File: config.mk
export PLATFORM = sky130hd
export DESIGN_NAME = uart_cfg_regbank
export DESIGN_NICKNAME = d
export VERILOG_FILES = /design/src/rtl/uart_cfg_pkg.sv /design/src/rtl/uart_cfg_reg.sv /design/src/rtl/uart_cfg_srst.sv /design/src/rtl/uart_cfg_decode.sv /design/src/rtl/uart_cfg_regbank.sv
export SDC_FILE = /design/constraint.sdc
export NUM_CORES = 1
export LEC_CHECK = 0
export BUFFER_PORTS_ARGS = -buffer_cell sky130_fd_sc_hd__buf_2
export CAP_MARGIN = 20
export CORE_MARGIN = 2
export CORE_UTILIZATION = 45
export DETAILED_ROUTE_END_ITERATION = 6
export GPL_TIMING_DRIVEN = 0
export PLACE_DENSITY = 0.72
export SLEW_MARGIN = 30
export SYNTH_ARGS = -nofsm -noshare
export SYNTH_HDL_FRONTEND = slang
export SYNTH_SLANG_ARGS = --single-unit
export TNS_END_PERCENT = 10
File: constraint.sdc
create_clock -name clk -period 1.65 [get_ports clk]
set_input_delay 0.165 -clock clk [delete_from_list [all_inputs] [get_ports clk]]
set_output_delay 0.165 -clock clk [all_outputs]
set_load 0.005 [all_outputs]
File: src/rtl/uart_cfg_pkg.sv
package uart_cfg_pkg;

  localparam int DATA_W = 8;
  localparam int ADDR_W = 3;

  // shared bus addresses
  localparam logic [ADDR_W-1:0] A_LOW     = 3'd0;
  localparam logic [ADDR_W-1:0] A_HIGH    = 3'd1;
  localparam logic [ADDR_W-1:0] A_EXT     = 3'd2;
  localparam logic [ADDR_W-1:0] A_LINE    = 3'd3;
  localparam logic [ADDR_W-1:0] A_MODEM   = 3'd4;
  localparam logic [ADDR_W-1:0] A_MODE    = 3'd5;
  localparam logic [ADDR_W-1:0] A_SYSCFG  = 3'd6;
  localparam logic [ADDR_W-1:0] A_SYSSTAT = 3'd7;

  localparam logic [DATA_W-1:0] UNLOCK_KEY = 8'hBF;
  localparam int GUARD_BIT  = 4;
  localparam int BREAK_BIT  = 6;
  localparam int BANK_BIT   = 7;
  localparam int SRST_BIT   = 1;
  localparam int MODE_W     = 3;

  // storage slots
  localparam int RI_DLO  = 0;
  localparam int RI_DHI  = 1;
  localparam int RI_IEN  = 2;
  localparam int RI_EXT  = 3;
  localparam int RI_LINE = 4;
  localparam int RI_MDM  = 5;
  localparam int RI_MODE = 6;
  localparam int NREG    = 7;

  typedef enum logic [1:0] {
    BANK_OPER = 2'd0,
    BANK_DIV  = 2'd1,
    BANK_EXT  = 2'd2
  } bank_t;

  function automatic bank_t bank_of(input logic [DATA_W-1:0] line);
    if (line == UNLOCK_KEY)  return BANK_EXT;
    else if (line[BANK_BIT]) return BANK_DIV;
    else                     return BANK_OPER;
  endfunction

  function automatic logic [DATA_W-1:0] reg_rst(input int idx);
    return (idx == RI_MODE) ? 8'h07 : 8'h00;
  endfunction

  function automatic logic mode_is_off(input logic [MODE_W-1:0] m);
    return &m;
  endfunction

endpackage

File: src/rtl/uart_cfg_reg.sv
module uart_cfg_reg #(
  parameter int                W   = 8,
  parameter logic [W-1:0]      RST = '0
) (
  input  logic         clk,
  input  logic         rst_n,
  input  logic         clr,
  input  logic         we,
  input  logic [W-1:0] d,
  output logic [W-1:0] q
);
  always_ff @(posedge clk or negedge rst_n) begin
    if (!rst_n)   q <= RST;
    else if (clr) q <= RST;
    else if (we)  q <= d;
  end
endmodule

File: src/rtl/uart_cfg_srst.sv
module uart_cfg_srst #(
  parameter int CYCLES = 4
) (
  input  logic clk,
  input  logic rst_n,
  input  logic start,
  output logic busy
);
  localparam int CW = (CYCLES > 2) ? $clog2(CYCLES) : 1;
  logic [CW-1:0] cnt;

  always_ff @(posedge clk or negedge rst_n) begin
    if (!rst_n) begin
      busy <= 1'b0;
      cnt  <= '0;
    end else if (start && !busy) begin
      busy <= 1'b1;
      cnt  <= CW'(CYCLES - 1);
    end else if (busy) begin
      if (cnt == '0) busy <= 1'b0;
      else           cnt  <= cnt - 1'b1;
    end
  end
endmodule

File: src/rtl/uart_cfg_decode.sv
module uart_cfg_decode
  import uart_cfg_pkg::*;
(
  input  logic [ADDR_W-1:0] addr,
  input  logic [DATA_W-1:0] line,
  input  logic              wr_en,
  input  logic              rd_en,
  input  logic              busy,
  input  logic              guard_open,
  output bank_t             bank,
  output logic [NREG-1:0]   wr_sel,
  output logic [NREG-1:0]   rd_sel,
  output logic              wr_syscfg,
  output logic              rd_sysstat
);
  logic [NREG-1:0] hit;
  logic            hit_cfg;
  logic            hit_stat;
  logic [NREG-1:0] guard_mask;

  always_comb begin
    bank     = bank_of(line);
    hit      = '0;
    hit_cfg  = 1'b0;
    hit_stat = 1'b0;
    case (addr)
      A_LOW:     if (bank == BANK_DIV) hit[RI_DLO] = 1'b1;
      A_HIGH: begin
        if (bank == BANK_DIV)       hit[RI_DHI] = 1'b1;
        else if (bank == BANK_OPER) hit[RI_IEN] = 1'b1;
      end
      A_EXT:     if (bank == BANK_EXT)  hit[RI_EXT] = 1'b1;
      A_LINE:    hit[RI_LINE] = 1'b1;
      A_MODEM:   if (bank == BANK_OPER) hit[RI_MDM] = 1'b1;
      A_MODE:    hit[RI_MODE] = 1'b1;
      A_SYSCFG:  hit_cfg  = 1'b1;
      default:   hit_stat = 1'b1;
    endcase
  end

  always_comb begin
    guard_mask = '1;
    if (!guard_open) begin
      guard_mask[RI_IEN] = 1'b0;
      guard_mask[RI_MDM] = 1'b0;
    end
  end

  assign wr_sel     = (wr_en && !busy) ? (hit & guard_mask) : '0;
  assign rd_sel     = rd_en ? hit : '0;
  assign wr_syscfg  = wr_en && !busy && hit_cfg;
  assign rd_sysstat = rd_en && hit_stat;
endmodule

File: src/rtl/uart_cfg_regbank.sv
module uart_cfg_regbank
  import uart_cfg_pkg::*;
#(
  parameter int SRST_CYCLES = 4
) (
  input  logic              clk,
  input  logic              rst_n,
  input  logic [2:0]        addr_i,
  input  logic [7:0]        wdata_i,
  input  logic              wr_en_i,
  input  logic              rd_en_i,
  output logic [7:0]        rdata_o,
  output logic [7:0]        lcr_o,
  output logic [7:0]        ier_o,
  output logic [7:0]        mcr_o,
  output logic [15:0]       divisor_o,
  output logic              break_o,
  output logic              enh_en_o,
  output logic [2:0]        mode_o,
  output logic              uart_disabled_o,
  output logic              srst_busy_o
);
  logic [DATA_W-1:0] q [NREG];
  logic [NREG-1:0]   wr_sel;
  logic [NREG-1:0]   rd_sel;
  logic              wr_syscfg;
  logic              rd_sysstat;
  bank_t             bank;

  // named events for the checker
  logic              srst_start;
  logic              srst_clear;

  uart_cfg_decode u_dec (
    .addr       (addr_i),
    .line       (q[RI_LINE]),
    .wr_en      (wr_en_i),
    .rd_en      (rd_en_i),
    .busy       (srst_busy_o),
    .guard_open (q[RI_EXT][GUARD_BIT]),
    .bank       (bank),
    .wr_sel     (wr_sel),
    .rd_sel     (rd_sel),
    .wr_syscfg  (wr_syscfg),
    .rd_sysstat (rd_sysstat)
  );

  assign srst_start = wr_syscfg && wdata_i[SRST_BIT];
  assign srst_clear = srst_busy_o;

  uart_cfg_srst #(.CYCLES(SRST_CYCLES)) u_srst (
    .clk   (clk),
    .rst_n (rst_n),
    .start (srst_start),
    .busy  (srst_busy_o)
  );

  for (genvar g = 0; g < NREG; g++) begin : g_reg
    uart_cfg_reg #(.W(DATA_W), .RST(reg_rst(g))) u_reg (
      .clk   (clk),
      .rst_n (rst_n),
      .clr   (srst_clear),
      .we    (wr_sel[g]),
      .d     (wdata_i),
      .q     (q[g])
    );
  end

  always_comb begin
    rdata_o = '0;
    for (int i = 0; i < NREG; i++) begin
      if (rd_sel[i]) rdata_o = rdata_o | q[i];
    end
    if (rd_sysstat) rdata_o = {{(DATA_W-1){1'b0}}, ~srst_busy_o};
  end

  assign lcr_o           = q[RI_LINE];
  assign ier_o           = q[RI_IEN];
  assign mcr_o           = q[RI_MDM];
  assign divisor_o       = {q[RI_DHI], q[RI_DLO]};
  assign break_o         = q[RI_LINE][BREAK_BIT];
  assign enh_en_o        = q[RI_EXT][GUARD_BIT];
  assign mode_o          = q[RI_MODE][MODE_W-1:0];
  assign uart_disabled_o = mode_is_off(q[RI_MODE][MODE_W-1:0]);
endmodule

# Word level (Yosys, flattened, before mapping)
# Index checks and enable logic that the tools add are counted.
# totals
reg_bits	59
# classes
add_sub_neg	1
eq_ne	10
n_mux	45
bitwise_logic	8
n_reduce_logical	20
# ops
operator	count
two-way mux 8 bit	22
bitwise OR 8 bit	6
two-way mux 1 bit	16
nonzero test 2 bit	8
two-way mux 7 bit	2
two-way mux 2 bit	5
equality test 3 bit (second input constant)	3
equality test 8 bit (second input constant)	1
AND 7 bit	1
OR reduction 7 bit	1
equality test 3 x 2 -> 1 bit (second input constant)	2
logical AND 1 bit	5
logical NOT 2 bit	2
equality test 3 x 1 -> 1 bit (second input constant)	1
logical NOT 3 bit	1
AND reduction 3 bit	1
equality test 2 x 1 -> 1 bit (second input constant)	1
equality test 2 bit (second input constant)	1
!= test 2 x 1 -> 1 bit (second input constant)	1
AND reduction 2 bit	1
subtractor 2 x 1 -> 2 bit (second input constant)	1
logical NOT 1 bit	1
inverter 1 bit	1

# Depth between registers and ports, before layout
# logic_depth
word_depth	21
depth_mapped	7
ltp_nobuf	5

# Cells and area by module
# Synthesis repeated with hierarchy kept, for this count alone.
# hier_totals
hier_cells	270
area_unflattened_um2	2996.6
# by_module_without_submodules
module	instances	cells_each	area_per_inst_um2	seq_area_each_um2
uart_cfg_reg at g_reg[0].u_reg ...	6	26	325.3	200.2
uart_cfg_reg at g_reg[6].u_reg	1	26	337.8	203.9
uart_cfg_regbank	1	44	319.1	0.0
uart_cfg_decode	1	32	246.5	0.0
uart_cfg_srst	1	12	141.4	75.1

# Worst setup path before layout
# Ideal clock, no wire load.
# synth_timing
path_kind	register -> output
start	reg g_reg[4].u_reg.q[7]
end	out rdata_o[0]
arrival_time_ps	1448
required_time_ps	1485
slack_ps	37
stages_incl_launch_ff	6
path_buffers	1
path_cell_list	dfrtp_1 -> buf_6 -> nand4b_4 -> nor2_4 -> mux2_2 -> a21oi_1
# synth_between
elab_chain_cells	20
elab_cells_between_ends	29
classes_between	eq/ne (3); mux (19); bitwise (6); reduce/logical (1)
# synth_lines
element	line	source
start: declaration	uart_cfg_reg.sv:10	output logic [W-1:0] q
start signal: assignment	uart_cfg_reg.sv:13	if (!rst_n) q <= RST;
start signal: assignment	uart_cfg_reg.sv:14	else if (clr) q <= RST;
start signal: assignment	uart_cfg_reg.sv:15	else if (we) q <= d;
equality test 8 bit or two-way mux 1 bit (tied branches)	uart_cfg_pkg.sv:40, uart_cfg_pkg.sv:41	
two-way mux 2 bit (*)	uart_cfg_pkg.sv:40	if (line == UNLOCK_KEY) return BANK_EXT;
equality test 2 x 1 -> 1 bit	uart_cfg_decode.sv:27, uart_cfg_decode.sv:29	
two-way mux 1 bit	uart_cfg_decode.sv:27, uart_cfg_decode.sv:29	
two-way mux 1 bit	uart_cfg_decode.sv:26	case (addr)
two-way mux 7 bit (*)	uart_cfg_decode.sv:50	assign rd_sel = rd_en ? hit : '0;
two-way mux 8 bit	uart_cfg_regbank.sv:72	if (rd_sel[i]) rdata_o = rdata_o | q[i];
bitwise OR 8 bit	uart_cfg_regbank.sv:72	
[4 not listed]	n/a	
two-way mux 8 bit	uart_cfg_regbank.sv:72	
bitwise OR 8 bit	uart_cfg_regbank.sv:72	
two-way mux 8 bit	uart_cfg_regbank.sv:72	
bitwise OR 8 bit	uart_cfg_regbank.sv:72	
two-way mux 8 bit (*)	uart_cfg_regbank.sv:72	
bitwise OR 8 bit	uart_cfg_regbank.sv:72	
two-way mux 8 bit (*)	uart_cfg_regbank.sv:72	
two-way mux 8 bit (*)	uart_cfg_regbank.sv:74	if (rd_sysstat) rdata_o = {{(DATA_W-1){1'b0}}, ~srst_busy_o};
end: declaration	uart_cfg_regbank.sv:12	output logic [7:0] rdata_o,
# Mark *: on every way between the ends. The rest lies on a longest branch, timed or not.

# Worst setup path after layout
# Ends and elaborated chain as after synthesis.

==> results.cfg <==
[yosys]
synth_edf_count = 0
synth_seq_cells = 59
synth_area_leaders = dfrtp_1 (44%), mux2i_1 (14%), nand2_1 (5.9%), nor2_1 (5.1%), mux2_2 (3.2%)
syn-num-nets = 321
synth_warnings = 0
synth_top_area_share_pct = 44.1
syn_avg_cell_area_um2 = 10.4
syn_area_um2 = 3180
async_reset_ff_share_pct = 100
synth_seq_area_share_pct = 46.5
ys_types = 42
yosysTopAreaCell = dfrtp_1
synth-main-ff-cell = dfrtp_1
syn_inst = 305

[clock_network]
cts_tree = built
path_clk_slew_ps = 70
worst_skew_pair.late_latency_ps = 340
cts-root-buf = clkbuf_8
clockBufferDepth = 2
cts_sinks = 59
h-tree-depth = 3
cts_buffers = 9

[critical_path]
rr_worst_depth = 7
crit_slowest_cell = dfrtp_1
worst_setup_path_start_kind = register
cp_top_family = flip-flops
required_ps = 1480
rr_endpoint = g_reg[1].u_reg.q[7]$_DFFE_PN0P_
cp-end-kind = primary output
slowest_delay_ps = 360
crit_type = register to primary output
endpoint = rdata_o[0]
cp_num_cells = 6
startpoint = g_reg[4].u_reg.q[7]$_DFFE_PN0P_
reg2reg_from = g_reg[4].u_reg.q[7]$_DFFE_PN0P_
critPathArrivalTime_ps = 1760
worst-r2r-setup-slack_ps = -110
path_cells = buf_6, nand4b_4, nor2_4, mux2_2, a21oi_2, buf_2
critPathMaxFanout = 6
cp_num_buf_inv = 2

[detailed_routing]
ant_nets = 0
via_per_inst = 5.43
wl_per_cell_um = 17.9
route.detailed.drc = 0
vias = 2703
firstDrtPassIters = 4
wirelength_um = 8930
first_iter_violations = 188

[timing]
fin_worst_skew_ps = 7.30
fin_crit_ps = 1930
tns_ps = -3380
fmax_mhz = 519
drv_slew = 0
rsz0062_at_grt = yes
fin_ws_ps = -278
period_share_pct = 117
setup_violations = 32
worst_slew_pin_slew_ps = 763
relSlewSlack_pct = 49.2
finalHoldViolCount = 0

[grt]
antenna_found_initial = 0
grtUsageTotal_pct = 23.8
grt_pass1_vias = 2617
grt_pass1_wl_um = 13700
grt_max_degree = 60
grt-ovfl-total = 0

[run]
max_cap_violations = 0

[placement]
place_congestion = 0.828
post-place-ws_ps = -267
dp_hpwl_um = 6000
place_inst = 469
port_buffers = 68

[status]
status = complete, but fails checks
violations = setup timing

[floorplan]
die_x_um = 88.1
row_count = 30
die_area_um2 = 7760
num_io_pins = 70
start_util_pct = 46.6
die_h_um = 88.1
core_area_um2 = 6830

[final_layout]
area_delta_synth_final_pct = 29.2
final_cell_mix = buf_2 (72), dfrtp_1 (53), nand2_1 (48)
diodes = 0
layout_commonest_cell = buf_2
fillers = 622
layout.cells.non_filler = 498
final_net_count = 413
drive_gt1_share_pct = 38.3

[power]
p_per_area_nw_per_um2 = 1160
p_leak_nw = 2.31
vdd_drop_max_mv = 0.454

[worst_hold_path]
hp-class = primary input to register
through the flow:
stage | power (mW) | cell area [µm²] | hold slack, ps | util [%]
after floorplan | 2.57 | 3180 | -131 | -
after global placement | 3.03 | 3640 | 467 | 53.3
after detailed placement | 3.06 | 3640 | 285 | 53.3
after CTS | 4.77 | 4050 | 119 | 59.2
after global routing | 5.00 | 4110 | 139 | 60.2
final | 4.78 | 4110 | 123 | 60.2
cells by family (layout without fill, tap and decap cells):
family,Yosys count,after routing,share of synthesized area [%]
AND/OR/NAND/NOR,123,123,20.4
flip-flops,59,59,46.5
XOR/XNOR,1,1,0.275
multiplexers,55,55,17.7
adder cells (fa/ha/maj),1,1,0.393
AO/OA/AOI/OAI,41,41,10.1
buffers and inverters,25,122,4.60
registers in the layout (all words and copies together), names as in the netlist:
signal	count
u_srst.cnt	2
u_srst.busy	1
g.u_reg.q	56
synth_stat cells (2+ instances only):
library cell,n
mux2_2,9
a21oi_1,15
o2bb2ai_1,6
nand3b_1,4
and4bb_2,3
nand3_1,4
nor2_1,43
nand2b_1,2
mux2i_1,46
clkbuf_1,6
buf_4,8
nor2b_1,3
nand2_1,50
dfstp_2,3
a211o_1,6
and3_1,3
buf_2,6
dfrtp_1,56
a22oi_1,7
buf_6,2
inv_1,2
report_power, final:
part / switching (mW) / internal, mW / leakage (nW)
combinational: 0.622 / 0.562 / 1.40
clock: 0.597 / 1.05 / 0.117
sequential: 0.231 / 1.72 / 0.794
total: 1.45 / 3.33 / 2.31
worst reg2reg max path, delay by kind of cell, from the launching register on:
kind,cells,cell delay (ps)
buf+inv,3,430
compound gates,1,420
flops,1,360
mux,1,240
simple gates,2,180
worst min-delay path by stage:
stage	cells after the start	end	start
3_5_place_dp	1	u_srst.cnt[0]$_DFFE_PN0P_	rst_n
4_1_cts	3	g_reg[6].u_reg.q[0]$_DFFE_PN1P_	wdata_i[0]
2_1_floorplan	0	g_reg[0].u_reg.q[0]$_DFFE_PN0P_	rst_n
5_1_grt	3	g_reg[4].u_reg.q[0]$_DFFE_PN0P_	wdata_i[0]
3_3_place_gp	3	g_reg[6].u_reg.q[0]$_DFFE_PN1P_	wdata_i[0]
6_report	3	g_reg[6].u_reg.q[0]$_DFFE_PN1P_	wdata_i[0]
area by class of cell:
type	count	area [µm²]	share of cell area (%)
plain buffers	22	145	3.53
clock buffers	12	145	3.53
clock inverters	4	97.6	2.37
inverters	2	7.51	0.183
multi-input cells	221	1640	39.8
flip-flops and latches	59	1480	36.1
well taps	96	120	2.92
repair buffers	82	474	11.5
what timing repair did:
item,4_1_cts,5_1_grt
buffers inserted,11,2
pin swaps,10,11
setup endpoints to repair,16,40
resized for setup,16,14
hold buffers,1,0
endpoints found under the hold margin,56,0
per-layer routing:
layer / global-route usage, % / vias to the layer above / share of wire (%)
met3: 4.43 / 12 / 6.5
li1: - / 1252 / -
met2: 36.8 / 107 / 49
met4: 10.2 / 0 / 1.8
met5: 0 / - / 0
met1: 32.9 / 1332 / 43
(Power assumes the default switching activity.)
